--- src/rtl/rtc_regport.sv ---
module rtc_regport #(
  parameter int IDX_W = 7,
  parameter logic [6:0] ALIAS_IDX = 7'h32,
  parameter logic [6:0] CENTURY_IDX = 7'h37
) (
  input  logic       clk,
  input  logic       rst_n,
  input  logic       soft_rst,
  input  logic       acc_en,
  input  logic       acc_we,
  input  logic       acc_addr,
  input  logic [7:0] wdata,
  output logic [7:0] rdata,
  input  logic       tick_periodic,
  input  logic       tick_alarm,
  input  logic       tick_update,
  output logic       irq,
  output logic [3:0] rate_sel,
  output logic       periodic_en,
  output logic       periodic_restart
);
  localparam int DEPTH = 1 << IDX_W;
  localparam logic [IDX_W-1:0] R_A = IDX_W'(8'h0A);
  localparam logic [IDX_W-1:0] R_B = IDX_W'(8'h0B);
  localparam logic [IDX_W-1:0] R_C = IDX_W'(8'h0C);
  localparam logic [IDX_W-1:0] R_D = IDX_W'(8'h0D);
  localparam logic [7:0] A_INIT = 8'h26;
  localparam logic [7:0] B_INIT = 8'h02;
  localparam logic [7:0] D_FIXED = 8'h80;
  localparam logic [7:0] B_SOFT_KEEP = 8'h97;

  logic [7:0]       mem [DEPTH];
  logic [IDX_W-1:0] idx, sel;
  logic [7:0]       reg_a, reg_b, b_new;
  logic [2:0]       c_flags, tick;
  logic             c_irqf;

  assign sel = (idx == IDX_W'(ALIAS_IDX)) ? IDX_W'(CENTURY_IDX) : idx;

  wire idx_wr  = acc_en &&  acc_we && !acc_addr;
  wire dat_wr  = acc_en &&  acc_we &&  acc_addr;
  wire dat_rd  = acc_en && !acc_we &&  acc_addr;
  wire a_wr    = dat_wr && sel == R_A;
  wire b_wr    = dat_wr && sel == R_B;
  wire c_rd    = dat_rd && sel == R_C;
  wire is_ctrl = sel == R_A || sel == R_B || sel == R_C || sel == R_D;

  assign tick  = {tick_periodic, tick_alarm, tick_update};
  assign b_new = wdata[7] ? (wdata & 8'hEF) : wdata;

  wire [2:0] fresh  = tick & ~c_flags;
  wire       raise  = |(fresh & reg_b[6:4]);
  wire       b_hit  = |(b_new[6:4] & (c_flags | tick));
  wire       rd_hit = |(tick & reg_b[6:4]);

  always_ff @(posedge clk or negedge rst_n) begin
    if (!rst_n) begin
      idx              <= '0;
      reg_a            <= A_INIT;
      reg_b            <= B_INIT;
      c_flags          <= '0;
      c_irqf           <= 1'b0;
      periodic_restart <= 1'b0;
    end else begin
      if (idx_wr)
        idx <= wdata[IDX_W-1:0];
      else if (acc_en && acc_addr && idx == IDX_W'(ALIAS_IDX))
        idx <= IDX_W'(CENTURY_IDX);

      if (a_wr)
        reg_a <= {1'b0, wdata[6:0]};

      periodic_restart <= (a_wr && wdata[3:0] != reg_a[3:0]) ||
                          (b_wr && !soft_rst && b_new[6] != reg_b[6]) ||
                          (soft_rst && reg_b[6]);

      if (soft_rst) begin
        reg_b   <= (b_wr ? b_new : reg_b) & B_SOFT_KEEP;
        c_flags <= '0;
        c_irqf  <= 1'b0;
      end else begin
        if (b_wr)
          reg_b <= b_new;
        if (c_rd) begin
          c_flags <= tick;
          c_irqf  <= rd_hit;
        end else begin
          c_flags <= c_flags | tick;
          c_irqf  <= b_wr ? b_hit : (c_irqf | raise);
        end
      end
    end
  end

  always_ff @(posedge clk)
    if (dat_wr && !is_ctrl)
      mem[sel] <= wdata;

  always_comb begin
    rdata = 8'h00;
    if (acc_en && !acc_we && !acc_addr)
      rdata = 8'hFF;
    else if (dat_rd)
      case (sel)
        R_A:     rdata = reg_a;
        R_B:     rdata = reg_b;
        R_C:     rdata = {c_irqf, c_flags, 4'b0000};
        R_D:     rdata = D_FIXED;
        default: rdata = mem[sel];
      endcase
  end

  assign irq         = c_irqf;
  assign rate_sel    = reg_a[3:0];
  assign periodic_en = reg_b[6];
endmodule


--- config.mk ---
export PLATFORM = sky130hd
export DESIGN_NAME = rtc_regport
export DESIGN_NICKNAME = d
export VERILOG_FILES = /design/src/rtl/rtc_regport.sv
export SDC_FILE = /design/constraint.sdc
export NUM_CORES = 1
export LEC_CHECK = 0
export ABC_AREA = 0
export BUFFER_PORTS_ARGS = -buffer_cell sky130_fd_sc_hd__buf_4
export CAP_MARGIN = 10
export CORE_MARGIN = 5
export CORE_UTILIZATION = 57
export DETAILED_ROUTE_END_ITERATION = 7
export PLACE_DENSITY = 0.8
export SETUP_SLACK_MARGIN = 0.15
export SKIP_CTS_REPAIR_TIMING = 1
export SYNTH_ARGS = -nofsm -noshare
export SYNTH_HDL_FRONTEND = slang
export SYNTH_SLANG_ARGS = --single-unit
export TNS_END_PERCENT = 30
--- constraint.sdc ---
create_clock -name clk -period 4.45 [get_ports clk]
set_input_delay 1.335 -clock clk [delete_from_list [all_inputs] [get_ports clk]]
set_output_delay 1.335 -clock clk [all_outputs]
set_load 0.1 [all_outputs]
==> summary.md, run 1 <==
| Metric | Value |
|---|---|
| Maximum single-stage delay on the critical path | 0.45 ns |
| Number of synthesized register bits | 1051 |
| Path type of the worst min-delay path | reg -> reg |
| Post-detailed-routing wire length | 127.5 mm |
| Initial cell density of the core | 57.57% |
| Internal power of the cells | 17410 uW |
| IO Count | 32 |
| Worst Path Required | around 3.1 ns |
| Failing checks | setup timing |
| Total clock buffers created by CTS | 102 |
| Syn_area_per_cell | 15.30 um^2 |
| CP top delay family | compound AO/OA/AOI/OAI gates |
| Final antenna-violating net count | 0 |
| Initial antenna violation count | 3 |
| Number of global-route vias before repair | 27950 |
| Met2 Track Usage GR | around 46% |
| Sequential share of power | 46.4% |
| Total number of vias | 28590 |
| Power density normalized to cell area | 465.1 mW/mm^2 |
| Standard-cell row count | 100 |
| Residual DRC | 0 |
| Number of enable-type register cells in the synthesized netlist | 1024 |
| Crit share post-route | 113.7% |
| Result of the run | finished with violations |
| Largest fanout on the critical path | 13 |
| Clock Tree Root | sky130_fd_sc_hd__clkbuf_16 |
| End-of-flow core utilization | 68.16% |
| Capture instance of the worst register-to-register path | mem[70][1] |
| Reg-to-reg critical path startpoint | idx[1] |
| Sequential Area | 0.03144 mm^2 |
| Die footprint | about 0.081 mm^2 |
| Worst slew pin tran | 1.043 ns |
| Cell depth of the worst setup path | 11 |
| Hold slack | ~0.47 ns |
| Clk buf depth | 3 |
| Final-layout setup total negative slack | -4.359 ns |
| Hold violation total from the final report | 0 |
| Number of filler instances in the final layout | 4648 |
| Global-route wire length before repair | between 150 and 200 mm |
| Number of buffers added on ports | 31 |
| Netlist cell types | 71 |
| Share of the synthesized area in the top cell type | roughly 72% |
| Cell count after synthesis | about 2800 |
| CP Capture Type | output pin |
| End point of the critical path | rdata[6] |
| Slowest cell on crit path | sky130_fd_sc_hd__dfrtp_4 |
| Global routing met1 resource utilization | 41.04% |
| Final instance area | 0.05083 mm^2 |
| Die height | 284.4 um |
| Met3 global-route usage | 8.389% |
| Peak clock frequency supported by timing | 197.6 MHz |
| Clk pwr share | 36.3% |
| Finish-stage setup viols | 8 |
| Clock Latency Late Sink | between 0.6 and 0.7 ns |
| Area of placed instances | 0.04653 mm^2 |
| Number of max-slew violations in the final report | 0 |
| Worst setup margin | -0.6113 ns |
| Leakage | 0.01752 uW |
| TritonCTS clock tree | done |
| Cell-by-cell trace of the critical path | buf_12 > buf_6 > nand2b_1 > buf_4 > o22ai_1 > a22oi_1 > o2111ai_1 > nand3_1 > o41ai_2 > o31ai_4 > buf_12 |
| Global route overflow | 0 |
| Number of levels in the clock H-tree | 3 |
| Minimum clock period after layout | 5.061 ns |
| CP Class | reg -> out |
| DIE WIDTH | about 280 um |
| Max IR drop VDD | 368.0 uV |
| Endpoint arrival time on the critical path | 3.73 ns |
| CP most frequent cell | sky130_fd_sc_hd__buf_12 |
| Most common cell after layout, fill and taps aside | sky130_fd_sc_hd__edfxtp_1 |
| Share of synthesized flip-flops with an asynchronous set or reset | 2.569% |
| Commonest register cell after synthesis | sky130_fd_sc_hd__edfxtp_1 |
| Final clock skew | 0.02916 ns |
| GRT Resource Usage Total | approximately 30% |
| Register-to-register setup slack | 0.85 ns |
| Routed wirelength normalized by instance count | 30.48 um |
| Iteration-0 DRC Markers | 4622 |
| Gp weighted congestion | between 1 and 1.5 |
| Number of max-cap violations | 0 |
| Clock transition at the register clock pins on the worst setup and hold paths after CTS | 0.06 ns |
| Diodes inserted | 0 |
| Final nets | 3156 |
| Multi-input gate area | 0.01109 mm^2 |
| Mapped Area | 0.04293 mm^2 |
| RSZ-0062 raised after global routing | true |
| Layer carrying the most global-route usage | met2 |
| Number of iterations in the first detailed-routing pass | 6 |
| Top cells by area, synth | sky130_fd_sc_hd__edfxtp_1 72%, sky130_fd_sc_hd__mux2_2 3.9%, sky130_fd_sc_hd__mux2i_1 3.8% |
| Yosys Warn Count | 0 |
| Largest net degree at the start of global routing | 95 |
| Portion of total power attributed to combinational logic | 17.3% |
| Crit path buf inv count | 4 |
| HPWL reported at the end of detailed placement | 80.43 mm |
| Category of the worst setup path launch point | flop |
| Switching power share of the total | 26.36% |
| Sequential area share after synthesis | between 70 and 80% |
| Net Switching | 6231 uW |
| Core box area | 0.07457 mm^2 |
| Critical path launch point | idx[1] |
| Via density | 6.833 |
| Fraction of final layout cells sized beyond drive strength 1 | about a quarter |
| Post-synth top area cell | sky130_fd_sc_hd__edfxtp_1 |
| Syn-to-layout area delta | 18.41% |
| Most frequent cells in the layout | 1024 x sky130_fd_sc_hd__edfxtp_1, 310 x sky130_fd_sc_hd__buf_4, 286 x sky130_fd_sc_hd__nand2_1, 201 x sky130_fd_sc_hd__nor2_1, 161 x sky130_fd_sc_hd__mux2i_1 |
| Clock sinks | about 1100 |
| Logic depth of the worst register-to-register path | 12 |
| Max-slew headroom | 30.19% |
==> stage by stage <==
stage,total power (uW),setup slack [ns],cells
3_3_place_gp,14660,-0.6732,3975
3_5_place_dp,14740,-0.8142,3975
6_report,23640,-0.6113,4184
5_1_grt,24170,-0.6114,4184
4_1_cts,23140,-0.9126,4155
2_1_floorplan,13060,-0.4005,2844
==> cell usage after synthesis, types with 13 or more instances <==
master	instances
sky130_fd_sc_hd__edfxtp_1	1024
sky130_fd_sc_hd__nand2_1	289
sky130_fd_sc_hd__nor2_1	203
sky130_fd_sc_hd__mux2i_1	161
sky130_fd_sc_hd__mux2_2	150
sky130_fd_sc_hd__o22ai_1	119
sky130_fd_sc_hd__o21ai_0	88
sky130_fd_sc_hd__a21oi_1	80
sky130_fd_sc_hd__buf_2	71
sky130_fd_sc_hd__nand3_1	69
sky130_fd_sc_hd__clkbuf_1	62
sky130_fd_sc_hd__o221ai_1	42
sky130_fd_sc_hd__a221oi_1	38
sky130_fd_sc_hd__buf_4	32
sky130_fd_sc_hd__a211oi_1	25
sky130_fd_sc_hd__dfrtp_1	23
sky130_fd_sc_hd__a31oi_1	22
sky130_fd_sc_hd__a221o_1	21
sky130_fd_sc_hd__o31ai_1	21
sky130_fd_sc_hd__buf_1	20
sky130_fd_sc_hd__o2111ai_1	20
sky130_fd_sc_hd__a32o_1	18
sky130_fd_sc_hd__o211ai_1	17
sky130_fd_sc_hd__and3_1	14
sky130_fd_sc_hd__buf_6	14
sky130_fd_sc_hd__nor3_1	14
sky130_fd_sc_hd__a22oi_1	13
sky130_fd_sc_hd__mux4_2	13
==> area by class of cell <==
| class | count | area share, % |
|---|---|---|
| repair buffers | 390 | 7.422 |
| well taps | 969 | 2.385 |
| inverters | 5 | 0.06892 |
| clock inverters | 56 | 1.189 |
| clock buffers | 124 | 5.265 |
| multi-input cells | 1589 | 21.81 |
| flip-flops and latches | 1051 | 61.86 |
==> state kept, by name, summed over array words and instances, names as in the netlist <==
name	flops
c_flags	3
idx	7
irq	1
mem	1024
periodic_restart	1
reg_a	7
reg_b	8
==> worst register-to-register path, stage by stage, from the launching register on <==
cell and delay, ns:
sky130_fd_sc_hd__dfrtp_4 0.51, sky130_fd_sc_hd__buf_12 0.15, sky130_fd_sc_hd__buf_6 0.15, sky130_fd_sc_hd__buf_4 0.18, sky130_fd_sc_hd__xnor2_1 0.15, sky130_fd_sc_hd__buf_4 0.18, sky130_fd_sc_hd__buf_4 0.13, sky130_fd_sc_hd__nor2_1 0.04
sky130_fd_sc_hd__nor2_1 0.12, sky130_fd_sc_hd__buf_4 0.18, sky130_fd_sc_hd__nand3_1 0.20, sky130_fd_sc_hd__buf_4 0.37, sky130_fd_sc_hd__nor2_1 0.86
==> per-layer routing <==
metal | routed length [um] | vias to the layer above | share of wire [%]
met5 | 35 | - | 0.027
met4 | 7309 | 6 | 5.7
met3 | 18250 | 448 | 14
met2 | 57570 | 2358 | 45
met1 | 44370 | 14070 | 35
li1 | - | 11710 | -
==> power groups by stage <==
| stage | logic [uW] | registers, uW | clock network [uW] |
|---|---|---|---|
| 3_5_place_dp | 3550 | 11200 | 0 |
| 3_3_place_gp | 3480 | 11200 | 0 |
| 2_1_floorplan | 1900 | 11200 | 0 |
| 6_report | 4090 | 11000 | 8590 |
| 5_1_grt | 4170 | 11000 | 9030 |
| 4_1_cts | 3580 | 11000 | 8590 |
==> kinds of logic (layout without fill, tap and decap cells) <==
kind of cell / Yosys count / after routing / synth area share [%]
flip-flops: 1051 / 1051 / 73.22
AND/OR/NAND/NOR: 646 / 646 / 6.412
AO/OA/AOI/OAI: 574 / 574 / 9.374
multiplexers: 324 / 324 / 8.371
buffers and inverters: 204 / 575 / 2.515
XOR/XNOR: 5 / 5 / 0.1020
other: 1 / 40 / 0.008736
==> worst min path at each step <==
| stage | startpoint | endpoint | slack (ns) | depth (start not counted) |
|---|---|---|---|---|
| finish | reg_b[1] | reg_b[1] | 0.47 | 2 |
| global route | reg_b[1] | reg_b[1] | 0.51 | 2 |
| CTS | reg_b[1] | reg_b[1] | 0.47 | 2 |
| detailed placement | reg_b[1] | reg_b[1] | 0.47 | 2 |
| global placement | reg_b[1] | reg_b[1] | 0.45 | 2 |
| floorplan | reg_b[1] | reg_b[1] | 0.44 | 2 |
Note: power is estimated with default switching activity, not from simulation.
==> inputs of run 2 (changes only) <==
RECOVER_POWER = 100   (was default)
clock period = 4.72 ns   (was 4.45 ns; I/O delays follow)
==> run 2 against run 1 <==
  * The flow finishes with violations (capacitance limit, slew limit, setup timing)
  * First-iteration DRC count rose by 5.0%
  * Clock power fell by 8.5%
  * Flip-flop and latch count did not move
  * Wire length fell by 1.8%
  * Critical endpoint unchanged
  * Largest cell class unchanged
  * Highest routed layer unchanged
==> summary.md, run 2 (same netlist as run 1, synthesis figures left out) <==
| Metric | Value |
|---|---|
| GRT Resource Usage Total | 29.76% |
| Core box area | between 0.07 and 0.08 mm^2 |
| Clock sinks | around 1100 |
| Clock transition at the register clock pins on the worst setup and hold paths after CTS | 0.06 ns |
| Minimum clock period after layout | 5.269 ns |
| Die footprint | a little over 0.08 mm^2 |
| Result of the run | finished with violations |
| Failing checks | capacitance limit, slew limit, setup timing |
| Total number of vias | 28230 |
| Hold slack | 0.4989 ns |
| CP most frequent cell | sky130_fd_sc_hd__buf_12 |
| Finish-stage setup viols | 8 |
| Max FFs per register | 1024 |
| Final antenna-violating net count | 0 |
| Initial antenna violation count | 3 |
| Number of global-route vias before repair | 27650 |
| DIE WIDTH | 284.4 um |
| Largest net degree at the start of global routing | approximately 110 |
| Clock Latency Late Sink | 0.68 ns |
| Residual DRC | 0 |
| Register ranked first by flip-flop count | mem |
| Via density | roughly 7 |
| Cell depth of the worst hold path | 2 |
| Final Total Pwr | 21820 uW |
| Final nets | 3090 |
| Initial cell density of the core | a little under three fifths |
| Max IR drop VDD | around 340 uV |
| Number of levels in the clock H-tree | 3 |
| CP Class | reg -> out |
| CP Capture Type | output pin |
| TritonCTS clock tree | done |
| Crit path buf inv count | 4 |
| Cell depth of the worst setup path | 10 |
| Final Non-Filler Cells | between 4000 and 5000 |
| Routed wirelength normalized by instance count | 30.37 um |
| Crit share post-route | 111.6% |
| Clock Tree Root | sky130_fd_sc_hd__clkbuf_16 |
| Global-route wire length before repair | between 150 and 200 mm |
| Number of iterations in the first detailed-routing pass | 6 |
| Leakage | ~0.017 uW |
| Fraction of final layout cells sized beyond drive strength 1 | 21.90% |
| Number of buffers added on ports | 31 |
| Final instance area | 0.04985 mm^2 |
| Logic depth of the worst register-to-register path | 7 |
| Number of max-slew violations in the final report | 704 |
| Worst slew pin tran | 2.840 ns |
| RSZ-0062 raised after global routing | true |
| Standard-cell row count | 100 |
| Endpoint arrival time on the critical path | ~3.9 ns |
| Inst Count DP | 3908 |
| Peak clock frequency supported by timing | 189.8 MHz |
| Total clock buffers created by CTS | 100 |
| Die height | 284.4 um |
| Hold violation total from the final report | 0 |
| Iteration-0 DRC Markers | 4854 |
| Category of the worst setup path launch point | flop |
| Largest fanout on the critical path | 8 |
| End-of-flow core utilization | approximately 67% |
| Power density normalized to cell area | 437.7 mW/mm^2 |
| Area of placed instances | 0.04602 mm^2 |
| Path type of the worst min-delay path | reg -> reg |
| HPWL reported at the end of detailed placement | 78.20 mm |
| Clk buf depth | 3 |
| Worst Path Required | roughly 3.3 ns |
| CP top delay family | compound AO/OA/AOI/OAI gates |
| Syn-to-layout area delta | 16.12% |
| Gp weighted congestion | about 1.0 |
| Most common cell after layout, fill and taps aside | sky130_fd_sc_hd__edfxtp_1 |
| Post-detailed-routing wire length | 125.3 mm |
| Slowest cell on crit path | sky130_fd_sc_hd__o41ai_1 |
| Max-slew headroom | -89.31% |
| Most frequent cells in the layout | 1024 x sky130_fd_sc_hd__edfxtp_1, 287 x sky130_fd_sc_hd__nand2_1, 237 x sky130_fd_sc_hd__buf_4, 201 x sky130_fd_sc_hd__nor2_1, 161 x sky130_fd_sc_hd__mux2i_1 |
| Largest regs | mem (1024), reg_b (8) |
| Global route overflow | 0 |
| Number of max-cap violations | 15 |
| Maximum single-stage delay on the critical path | 0.69 ns |
| Cell-by-cell trace of the critical path | buf_12 > buf_12 > buf_12 > nor2b_1 > nand2_1 > o2111ai_1 > a21oi_1 > o41ai_1 > o31ai_4 > buf_12 |
| IO Count | 32 |
| Final clock skew | 0.03952 ns |
| Worst setup margin | -0.5489 ns |
run 2: changes by cell type in the layout (fill, tap and decap cells not counted), moves of 5 or more:
cell,delta
sky130_fd_sc_hd__clkinv_2,+11
sky130_fd_sc_hd__o21ai_0,+8
sky130_fd_sc_hd__a211oi_2,-6
sky130_fd_sc_hd__o21ai_1,-6
sky130_fd_sc_hd__clkbuf_16,-5
sky130_fd_sc_hd__a211oi_1,+6
sky130_fd_sc_hd__clkbuf_2,+5
sky130_fd_sc_hd__buf_4,-73
sky130_fd_sc_hd__buf_6,-18
sky130_fd_sc_hd__clkbuf_1,+22
run 2: area by class of cell:
class,instances,area (um^2)
clock buffer,121,2611
timing repair buffer,326,3020
sequential,1051,31440
inverter,5,31.28
fill,4748,24730
tap,969,1212
antenna,1,2.502
multi-input combinational,1589,10960
clock inverter,63,569.3
run 2: power breakdown:
| group | internal, uW | total, uW | switching, uW |
|---|---|---|---|
| logic | 1280 | 3600 | 2330 |
| registers | 10300 | 10400 | 41.7 |
| clock network | 4390 | 7860 | 3470 |
| total | 16000 | 21800 | 5840 |
run 2: worst paths after layout:
kind                       startpoint    endpoint  slack, ns
min                          reg_b[2]    reg_b[2]       0.50
min in group asynchronous       rst_n    reg_a[3]       1.17
max in group asynchronous       rst_n      idx[1]       2.34
max                            idx[2]    rdata[6]      -0.55
max reg2reg                    idx[2]  mem[64][5]       0.83
min reg2reg                  reg_b[2]    reg_b[2]       0.50
run 2: stage by stage:
| stage | TNS, ns | worst slack (ns) |
|---|---|---|
| 3_3_place_gp | -2.030 | -0.4527 |
| 4_1_cts | -5.157 | -0.8283 |
| 2_1_floorplan | -1.127 | -0.2925 |
| 6_report | -3.647 | -0.5489 |
| 5_1_grt | -7.148 | -0.5634 |
| 3_5_place_dp | -2.400 | -0.6643 |
run 2: worst reg2reg max path, cell delays in order (launching register included):
cell	delay, ns
sky130_fd_sc_hd__dfrtp_4	0.52
sky130_fd_sc_hd__buf_12	0.17
sky130_fd_sc_hd__buf_4	0.14
sky130_fd_sc_hd__or3_4	0.40
sky130_fd_sc_hd__buf_4	0.20
sky130_fd_sc_hd__clkbuf_16	0.19
sky130_fd_sc_hd__or3_1	0.90
sky130_fd_sc_hd__nor2_1	0.98
run 2: per-layer routing:
metal	track usage [%]	vias to the layer above	routed length, um
li1	-	11580	-
met1	40.54	13820	43550
met2	44.90	2393	56310
met3	8.646	442	18000
met4	13.84	4	7394
met5	0	-	26
